File: src/rtl/dma_pkg.sv
package dma_pkg;
  localparam int REG_IDX_W = 3;

  localparam logic [REG_IDX_W-1:0] RIDX_CTRL   = 3'd0;
  localparam logic [REG_IDX_W-1:0] RIDX_SRC    = 3'd1;
  localparam logic [REG_IDX_W-1:0] RIDX_DST    = 3'd2;
  localparam logic [REG_IDX_W-1:0] RIDX_COUNT  = 3'd3;
  localparam logic [REG_IDX_W-1:0] RIDX_STATUS = 3'd4;
  localparam logic [REG_IDX_W-1:0] RIDX_FAULT  = 3'd5;
  localparam logic [REG_IDX_W-1:0] RIDX_REMAIN = 3'd6;

  localparam int CTRL_START_BIT = 0;
  localparam int CTRL_DIR_BIT   = 1;
  localparam int CTRL_ID_LSB    = 8;

  localparam int STAT_DONE_BIT  = 1;
  localparam int STAT_ERR_BIT   = 2;

  typedef enum logic [2:0] {
    S_IDLE,
    S_REQ,
    S_DIN,
    S_MWR,
    S_MRD,
    S_DOUT
  } dma_state_e;
endpackage

File: src/rtl/dma_regs.sv
module dma_regs
  import dma_pkg::*;
#(
  parameter int DATA_W = 32,
  parameter int ADDR_W = 32,
  parameter int CNT_W  = 16,
  parameter int ID_W   = 8
) (
  input  logic                 clk,
  input  logic                 rst,
  input  logic                 cfg_we,
  input  logic [REG_IDX_W-1:0] cfg_addr,
  input  logic [DATA_W-1:0]    cfg_wdata,
  output logic [DATA_W-1:0]    cfg_rdata,
  input  logic                 busy,
  input  logic                 fin_ok,
  input  logic                 fin_err,
  input  logic                 fin_setup,
  input  logic [ADDR_W-1:0]    fault_addr,
  input  logic [CNT_W-1:0]     remain,
  output logic                 start,
  output logic                 start_dir,
  output logic [ID_W-1:0]      start_id,
  output logic [ADDR_W-1:0]    src_q,
  output logic [ADDR_W-1:0]    dst_q,
  output logic [CNT_W-1:0]     cnt_q,
  output logic                 irq
);
  logic            dir_q;
  logic [ID_W-1:0] id_q;
  logic            done_q, err_q, setup_q;
  logic            wr_open;

  assign wr_open   = cfg_we && !busy;
  assign start     = wr_open && (cfg_addr == RIDX_CTRL) && cfg_wdata[CTRL_START_BIT];
  assign start_dir = cfg_wdata[CTRL_DIR_BIT];
  assign start_id  = cfg_wdata[CTRL_ID_LSB +: ID_W];
  assign irq       = done_q | err_q;

  always_ff @(posedge clk) begin
    if (rst) begin
      dir_q   <= 1'b0;
      id_q    <= '0;
      src_q   <= '0;
      dst_q   <= '0;
      cnt_q   <= '0;
      done_q  <= 1'b0;
      err_q   <= 1'b0;
      setup_q <= 1'b0;
    end else begin
      if (wr_open) begin
        case (cfg_addr)
          RIDX_CTRL: begin
            dir_q <= cfg_wdata[CTRL_DIR_BIT];
            id_q  <= cfg_wdata[CTRL_ID_LSB +: ID_W];
          end
          RIDX_SRC:   src_q <= cfg_wdata[ADDR_W-1:0];
          RIDX_DST:   dst_q <= cfg_wdata[ADDR_W-1:0];
          RIDX_COUNT: cnt_q <= cfg_wdata[CNT_W-1:0];
          default: ;
        endcase
      end
      if (start) begin
        done_q  <= 1'b0;
        err_q   <= 1'b0;
        setup_q <= 1'b0;
      end
      if (cfg_we && cfg_addr == RIDX_STATUS) begin
        if (cfg_wdata[STAT_DONE_BIT]) done_q <= 1'b0;
        if (cfg_wdata[STAT_ERR_BIT]) begin
          err_q   <= 1'b0;
          setup_q <= 1'b0;
        end
      end
      if (fin_ok) done_q <= 1'b1;
      if (fin_err) begin
        err_q   <= 1'b1;
        setup_q <= fin_setup;
      end
    end
  end

  always_ff @(posedge clk) begin
    if (rst) begin
      cfg_rdata <= '0;
    end else begin
      case (cfg_addr)
        RIDX_CTRL:   cfg_rdata <= DATA_W'({id_q, 6'b0, dir_q, 1'b0});
        RIDX_SRC:    cfg_rdata <= DATA_W'(src_q);
        RIDX_DST:    cfg_rdata <= DATA_W'(dst_q);
        RIDX_COUNT:  cfg_rdata <= DATA_W'(cnt_q);
        RIDX_STATUS: cfg_rdata <= DATA_W'({setup_q, err_q, done_q, busy});
        RIDX_FAULT:  cfg_rdata <= DATA_W'(fault_addr);
        RIDX_REMAIN: cfg_rdata <= DATA_W'(remain);
        default:     cfg_rdata <= '0;
      endcase
    end
  end
endmodule

File: src/rtl/dma_engine.sv
module dma_engine
  import dma_pkg::*;
#(
  parameter int DATA_W = 32,
  parameter int ADDR_W = 32,
  parameter int CNT_W  = 16,
  parameter int ID_W   = 8
) (
  input  logic              clk,
  input  logic              rst,
  input  logic              start,
  input  logic              start_dir,
  input  logic [ID_W-1:0]   start_id,
  input  logic [ADDR_W-1:0] cfg_src,
  input  logic [ADDR_W-1:0] cfg_dst,
  input  logic [CNT_W-1:0]  cfg_cnt,
  output logic              busy,
  output logic              xfer_dir,
  output logic              fin_ok,
  output logic              fin_err,
  output logic              fin_setup,
  output logic [ADDR_W-1:0] fault_addr,
  output logic [CNT_W-1:0]  remain,
  output logic              bus_req,
  input  logic              bus_grant,
  output logic              mem_req,
  output logic              mem_we,
  output logic [ADDR_W-1:0] mem_addr,
  output logic [DATA_W-1:0] mem_wdata,
  input  logic [DATA_W-1:0] mem_rdata,
  input  logic              mem_ack,
  input  logic              mem_err,
  output logic [ID_W-1:0]   dev_sel,
  input  logic              dev_in_valid,
  input  logic [DATA_W-1:0] dev_in_data,
  output logic              dev_in_ready,
  output logic              dev_out_valid,
  output logic [DATA_W-1:0] dev_out_data,
  input  logic              dev_out_ready
);
  localparam int              BYTES   = DATA_W / 8;
  localparam int              ALIGN_W = $clog2(BYTES);
  localparam logic [CNT_W-1:0]  CSTEP = CNT_W'(BYTES);
  localparam logic [ADDR_W-1:0] ASTEP = ADDR_W'(BYTES);

  dma_state_e        state;
  logic [ADDR_W-1:0] src_a, dst_a, fault_q;
  logic [CNT_W-1:0]  rem_q;
  logic [DATA_W-1:0] buf_q;
  logic [ID_W-1:0]   id_q;
  logic              dir_q;
  logic              bad_cnt, last;

  assign bad_cnt  = (cfg_cnt == '0) || (|cfg_cnt[ALIGN_W-1:0]);
  assign last     = (rem_q == CSTEP);

  assign bus_req       = (state != S_IDLE);
  assign busy          = bus_req;
  assign mem_req       = (state == S_MWR) || (state == S_MRD);
  assign mem_we        = (state == S_MWR);
  assign mem_addr      = (state == S_MWR) ? dst_a : src_a;
  assign mem_wdata     = buf_q;
  assign dev_in_ready  = (state == S_DIN);
  assign dev_out_valid = (state == S_DOUT);
  assign dev_out_data  = buf_q;
  assign dev_sel       = id_q;
  assign xfer_dir      = dir_q;
  assign fault_addr    = fault_q;
  assign remain        = rem_q;

  assign fin_setup = (state == S_IDLE) && start && bad_cnt;
  assign fin_err   = fin_setup || (mem_req && mem_err);
  assign fin_ok    = last && (((state == S_MWR) && mem_ack && !mem_err) ||
                              ((state == S_DOUT) && dev_out_ready));

  always_ff @(posedge clk) begin
    if (rst) begin
      state   <= S_IDLE;
      src_a   <= '0;
      dst_a   <= '0;
      fault_q <= '0;
      rem_q   <= '0;
      buf_q   <= '0;
      id_q    <= '0;
      dir_q   <= 1'b0;
    end else begin
      case (state)
        S_IDLE: if (start && !bad_cnt) begin
          src_a <= cfg_src;
          dst_a <= cfg_dst;
          rem_q <= cfg_cnt;
          dir_q <= start_dir;
          id_q  <= start_id;
          state <= S_REQ;
        end
        S_REQ: if (bus_grant) state <= dir_q ? S_MRD : S_DIN;
        S_DIN: if (dev_in_valid) begin
          buf_q <= dev_in_data;
          state <= S_MWR;
        end
        S_MWR: if (mem_err) begin
          fault_q <= dst_a;
          state   <= S_IDLE;
        end else if (mem_ack) begin
          dst_a <= dst_a + ASTEP;
          rem_q <= rem_q - CSTEP;
          state <= last ? S_IDLE : S_DIN;
        end
        S_MRD: if (mem_err) begin
          fault_q <= src_a;
          state   <= S_IDLE;
        end else if (mem_ack) begin
          buf_q <= mem_rdata;
          state <= S_DOUT;
        end
        S_DOUT: if (dev_out_ready) begin
          src_a <= src_a + ASTEP;
          rem_q <= rem_q - CSTEP;
          state <= last ? S_IDLE : S_MRD;
        end
        default: state <= S_IDLE;
      endcase
    end
  end
endmodule

File: src/rtl/dma_ctrl.sv
module dma_ctrl
  import dma_pkg::*;
#(
  parameter int DATA_W = 32,
  parameter int ADDR_W = 32,
  parameter int CNT_W  = 16,
  parameter int ID_W   = 8
) (
  input  logic                 clk,
  input  logic                 rst,
  input  logic                 cfg_we,
  input  logic [REG_IDX_W-1:0] cfg_addr,
  input  logic [DATA_W-1:0]    cfg_wdata,
  output logic [DATA_W-1:0]    cfg_rdata,
  output logic                 irq,
  output logic                 bus_req,
  input  logic                 bus_grant,
  output logic                 mem_req,
  output logic                 mem_we,
  output logic [ADDR_W-1:0]    mem_addr,
  output logic [DATA_W-1:0]    mem_wdata,
  input  logic [DATA_W-1:0]    mem_rdata,
  input  logic                 mem_ack,
  input  logic                 mem_err,
  output logic [ID_W-1:0]      dev_sel,
  input  logic                 dev_in_valid,
  input  logic [DATA_W-1:0]    dev_in_data,
  output logic                 dev_in_ready,
  output logic                 dev_out_valid,
  output logic [DATA_W-1:0]    dev_out_data,
  input  logic                 dev_out_ready
);
  logic              busy, xfer_dir;
  logic              fin_ok, fin_err, fin_setup;
  logic              start, start_dir;
  logic [ID_W-1:0]   start_id;
  logic [ADDR_W-1:0] src_q, dst_q, fault_addr;
  logic [CNT_W-1:0]  cnt_q, remain;

  dma_regs #(.DATA_W(DATA_W), .ADDR_W(ADDR_W), .CNT_W(CNT_W), .ID_W(ID_W)) u_regs (
    .clk(clk), .rst(rst),
    .cfg_we(cfg_we), .cfg_addr(cfg_addr), .cfg_wdata(cfg_wdata), .cfg_rdata(cfg_rdata),
    .busy(busy), .fin_ok(fin_ok), .fin_err(fin_err), .fin_setup(fin_setup),
    .fault_addr(fault_addr), .remain(remain),
    .start(start), .start_dir(start_dir), .start_id(start_id),
    .src_q(src_q), .dst_q(dst_q), .cnt_q(cnt_q), .irq(irq)
  );

  dma_engine #(.DATA_W(DATA_W), .ADDR_W(ADDR_W), .CNT_W(CNT_W), .ID_W(ID_W)) u_eng (
    .clk(clk), .rst(rst),
    .start(start), .start_dir(start_dir), .start_id(start_id),
    .cfg_src(src_q), .cfg_dst(dst_q), .cfg_cnt(cnt_q),
    .busy(busy), .xfer_dir(xfer_dir),
    .fin_ok(fin_ok), .fin_err(fin_err), .fin_setup(fin_setup),
    .fault_addr(fault_addr), .remain(remain),
    .bus_req(bus_req), .bus_grant(bus_grant),
    .mem_req(mem_req), .mem_we(mem_we), .mem_addr(mem_addr), .mem_wdata(mem_wdata),
    .mem_rdata(mem_rdata), .mem_ack(mem_ack), .mem_err(mem_err),
    .dev_sel(dev_sel),
    .dev_in_valid(dev_in_valid), .dev_in_data(dev_in_data), .dev_in_ready(dev_in_ready),
    .dev_out_valid(dev_out_valid), .dev_out_data(dev_out_data), .dev_out_ready(dev_out_ready)
  );
endmodule

File: config.mk
export PLATFORM = sky130hd
export DESIGN_NAME = dma_ctrl
export DESIGN_NICKNAME = d
export VERILOG_FILES = /design/src/rtl/dma_pkg.sv /design/src/rtl/dma_regs.sv /design/src/rtl/dma_engine.sv /design/src/rtl/dma_ctrl.sv
export SDC_FILE = /design/constraint.sdc
export NUM_CORES = 1
export LEC_CHECK = 0
export BUFFER_PORTS_ARGS = -buffer_cell sky130_fd_sc_hd__clkbuf_2
export CAP_MARGIN = 20
export CORE_ASPECT_RATIO = 0.5
export CORE_MARGIN = 2
export CORE_UTILIZATION = 60
export CTS_CLUSTER_SIZE = 20
export DETAILED_ROUTE_END_ITERATION = 6
export PLACE_DENSITY_LB_ADDON = 0.15
export SLEW_MARGIN = 20
export SYNTH_ARGS = -nofsm -noshare
export SYNTH_HDL_FRONTEND = slang
export SYNTH_SLANG_ARGS = --single-unit
File: constraint.sdc
create_clock -name clk -period 5.8 [get_ports clk]
set_input_delay 0.87 -clock clk [delete_from_list [all_inputs] [get_ports clk]]
set_output_delay 0.87 -clock clk [all_outputs]
set_load 0.05 [all_outputs]
==> results by group <==
Synthesis
  • Yosys warns: 0
  • Flops & latches, synth: 280
  • Synth top area cells: dfxtp_1, nand2_1, mux2i_1, a21oi_1, nor2_1
  • Area leader, netlist: dfxtp_1
  • Main flop type after synthesis: dfxtp_1
  • Post-synth ARST share: 0
  • Top-count cell post-synth: nand2_1
  • Syn Inst Count: 1802
  • Sequential element share of the synthesized area: 0.398
  • Synth cell count leaders: nand2_1, dfxtp_1, nor2_1
  • Syn_nets: 1913
  • Cell area after synthesis: 14100 µm²
  • Post-synth cell types: 73
  • Area share of the largest cell type after synthesis: 0.398
  • EDFF count, synth: 0
  • Post-Syn Area per Cell: 7.82 µm²

Finish
  • Share of layout cells above drive strength 1: 0.177
  • Ant. Diodes: 0
  • Fillers: 1971
  • Synthesis-to-layout area growth: 12.6%
  • Nets: 2031

Hold path
  • Hold depth: 2
  • Worst Hold Class: flop to flop

GRT
  • Wire length of the first global-routing pass: 69500 µm
  • Initial antenna violation count: 1
  • GRT Util Overall: 0.356
  • Vias in the first global route: 12.4k
  • Pin count of the biggest net entering global routing: 208
  • GRT Residual Overflow: 0

Critical path
  • Cell Chain, Critical Path: inv_1 > nand3_4 > buf_4 > nand2_1 > o21ai_0 > clkbuf_2
  • Total stage count of the critical path: 6
  • WP buf/inv: 3
  • Setup slack, reg-to-reg: 2.46 ns
  • Crit path kind: flop to output port
  • WP data required: 4.93 ns
  • CP Data Arrival Time: 3.14 ns
  • CP max FO: 48
  • Setup crit start kind: flop
  • Delay-heaviest family, CP: buffers and inverters
  • Critical-path top delay cell: dfxtp_1
  • Worst setup EP type: output port
  • Slowest stage delay, CP: 0.73 ns
  • Worst reg-to-reg path cell count: 8

Drt
  • Via count: 13.9k
  • Total wire length: 45600 µm
  • Post-DRT Antenna Nets: 0
  • Initial DRC Count: 1669
  • Drt first pass iters: 5
  • Routed vias/inst: 6.22
  • # DRC: 0
  • Drt wl/cell: 20.3 µm

Clock tree
  • Clk slew on worst S/H paths: 0.07 ns
  • CTS Sinks: 280
  • Hold buffers post-CTS: 0
  • Clk Latency, worst-skew pair: 0.54 ns
  • Clock buffer count from CTS: 25
  • Max Root-Sink Buffers: 3
  • Cts repair resizes: 0
  • Total setup buffers inserted after CTS: 0
  • # H-tree levels: 1
  • CTS root buffer: clkbuf_16
  • TritonCTS clock tree: built

STA
  • Relative slew slack: 0.265
  • Final WS setup: 1.79 ns
  • Worst-margin pin slew: 1.10 ns
  • Fin crit period: 4.01 ns
  • RSZ-0062 raised after global routing: no
  • Final setup viols: 0
  • Final period util: 0.692
  • Max Clk Rate: 249 MHz
  • Slew Limit Fails: 0
  • Setup TNS: 0 ns
  • Final Skew: 0.0179 ns
  • Final Hold Violating Endpoints: 0

Floorplan
  • Die Y: 112 µm
  • Die area: 24800 µm²
  • Initial core utilization: 0.614
  • Rows: 39
  • Core ar.: 22900 µm²
  • Ports: 249
  • Die width: 221 µm

Pwr
  • Final Power: 4.03 mW
  • Leak Pwr: 5.90 nW
  • Max IR drop VDD: 0.223 mV
  • Power density over the cells: 254 nW/µm²

Place
  • DPL Wire Length: 31100 µm
  • RD Place Congestion: 0.912
  • I/O Buffers: 248
  • Dpl ws: 1.96 ns

Outcome
  • Status: completed

Run
  • Max Cap Viol: 0
-- registers in the layout, summed over array words and instances, names as in the netlist, 16 cells and up --
| name | cells |
|---|---|
| u_eng.src_a | 32 |
| u_regs.cfg_rdata | 32 |
| u_eng.fault_addr | 32 |
| u_eng.dev_out_data | 32 |
| u_regs.cnt_q | 16 |
| u_regs.dst_q | 32 |
| u_eng.dst_a | 32 |
| u_eng.remain | 16 |
| u_regs.src_q | 32 |
-- through the flow --
stage	hold slack, ns	cell area (µm²)	cells	utilization
CTS	0.456	15800	2244	0.691
finish	0.452	15900	2244	0.691
floorplan	0.444	14100	1802	-
detailed placement	0.446	15000	2200	0.655
global route	0.478	15900	2244	0.691
global placement	0.442	15000	2200	0.655
-- worst min-delay path: cells and delay by family (launching register included) --
family          cells  cell delay (ns)
flops               1             0.31
simple gates        1             0.05
compound gates      1             0.05
-- worst paths after layout --
check,from,end
max,u_eng.state[2],mem_addr[28]
min reg2reg,u_eng.dev_sel[6],u_eng.dev_sel[6]
max reg2reg,u_eng.state[2],u_eng.remain[13]
min,u_eng.dev_sel[6],u_eng.dev_sel[6]
-- kinds of logic (layout without fill, tap and decap cells) --
group	Yosys count	after routing	share of synthesized area
compound gates	467	467	0.207
buf+inv	190	325	0.0674
fa+ha+maj	4	4	0.00355
flops	280	280	0.398
xor+xnor	3	3	0.00187
mux	134	134	0.0977
simple gates	724	724	0.225
-- area by class of cell --
type	count	area (µm²)	share of cell area
timing repair buffer	269	1420	0.0894
sequential	280	5610	0.354
inverter	12	45.0	0.00284
clock buffer	33	696	0.0439
multi-input combinational	1332	7580	0.478
tap	307	384	0.0242
clock inverter	11	133	0.00836
-- report_power, final --
group          switching, mW  leakage, nW  internal [mW]
Sequential            0.0271         2.26           1.95
Combinational          0.229         3.23          0.100
Clock                  0.749        0.411          0.976
Total                   1.00         5.90           3.03
-- cell usage in the layout, fill, tap and decap left out, types with 11 or more instances in the layout --
master / instances
o31ai_1: 18
a211oi_1: 79
o21ai_0: 73
and3_1: 13
nand3_1: 33
mux2i_1: 124
buf_4: 20
nand2_1: 333
clkbuf_2: 247
nor2b_1: 14
nand4_1: 16
a21oi_1: 184
dfxtp_1: 280
nor4_1: 11
nor2_1: 219
nor3_1: 24
a31oi_1: 17
clkbuf_16: 25
inv_1: 12
a22oi_1: 17
-- routing by layer --
metal  part of all wire  GRT usage
met5            0.00015          0
met4              0.024     0.0951
met3               0.11     0.0743
met2               0.45      0.559
met1               0.42      0.498
No activity file was read; power rests on OpenSTA's default activity.
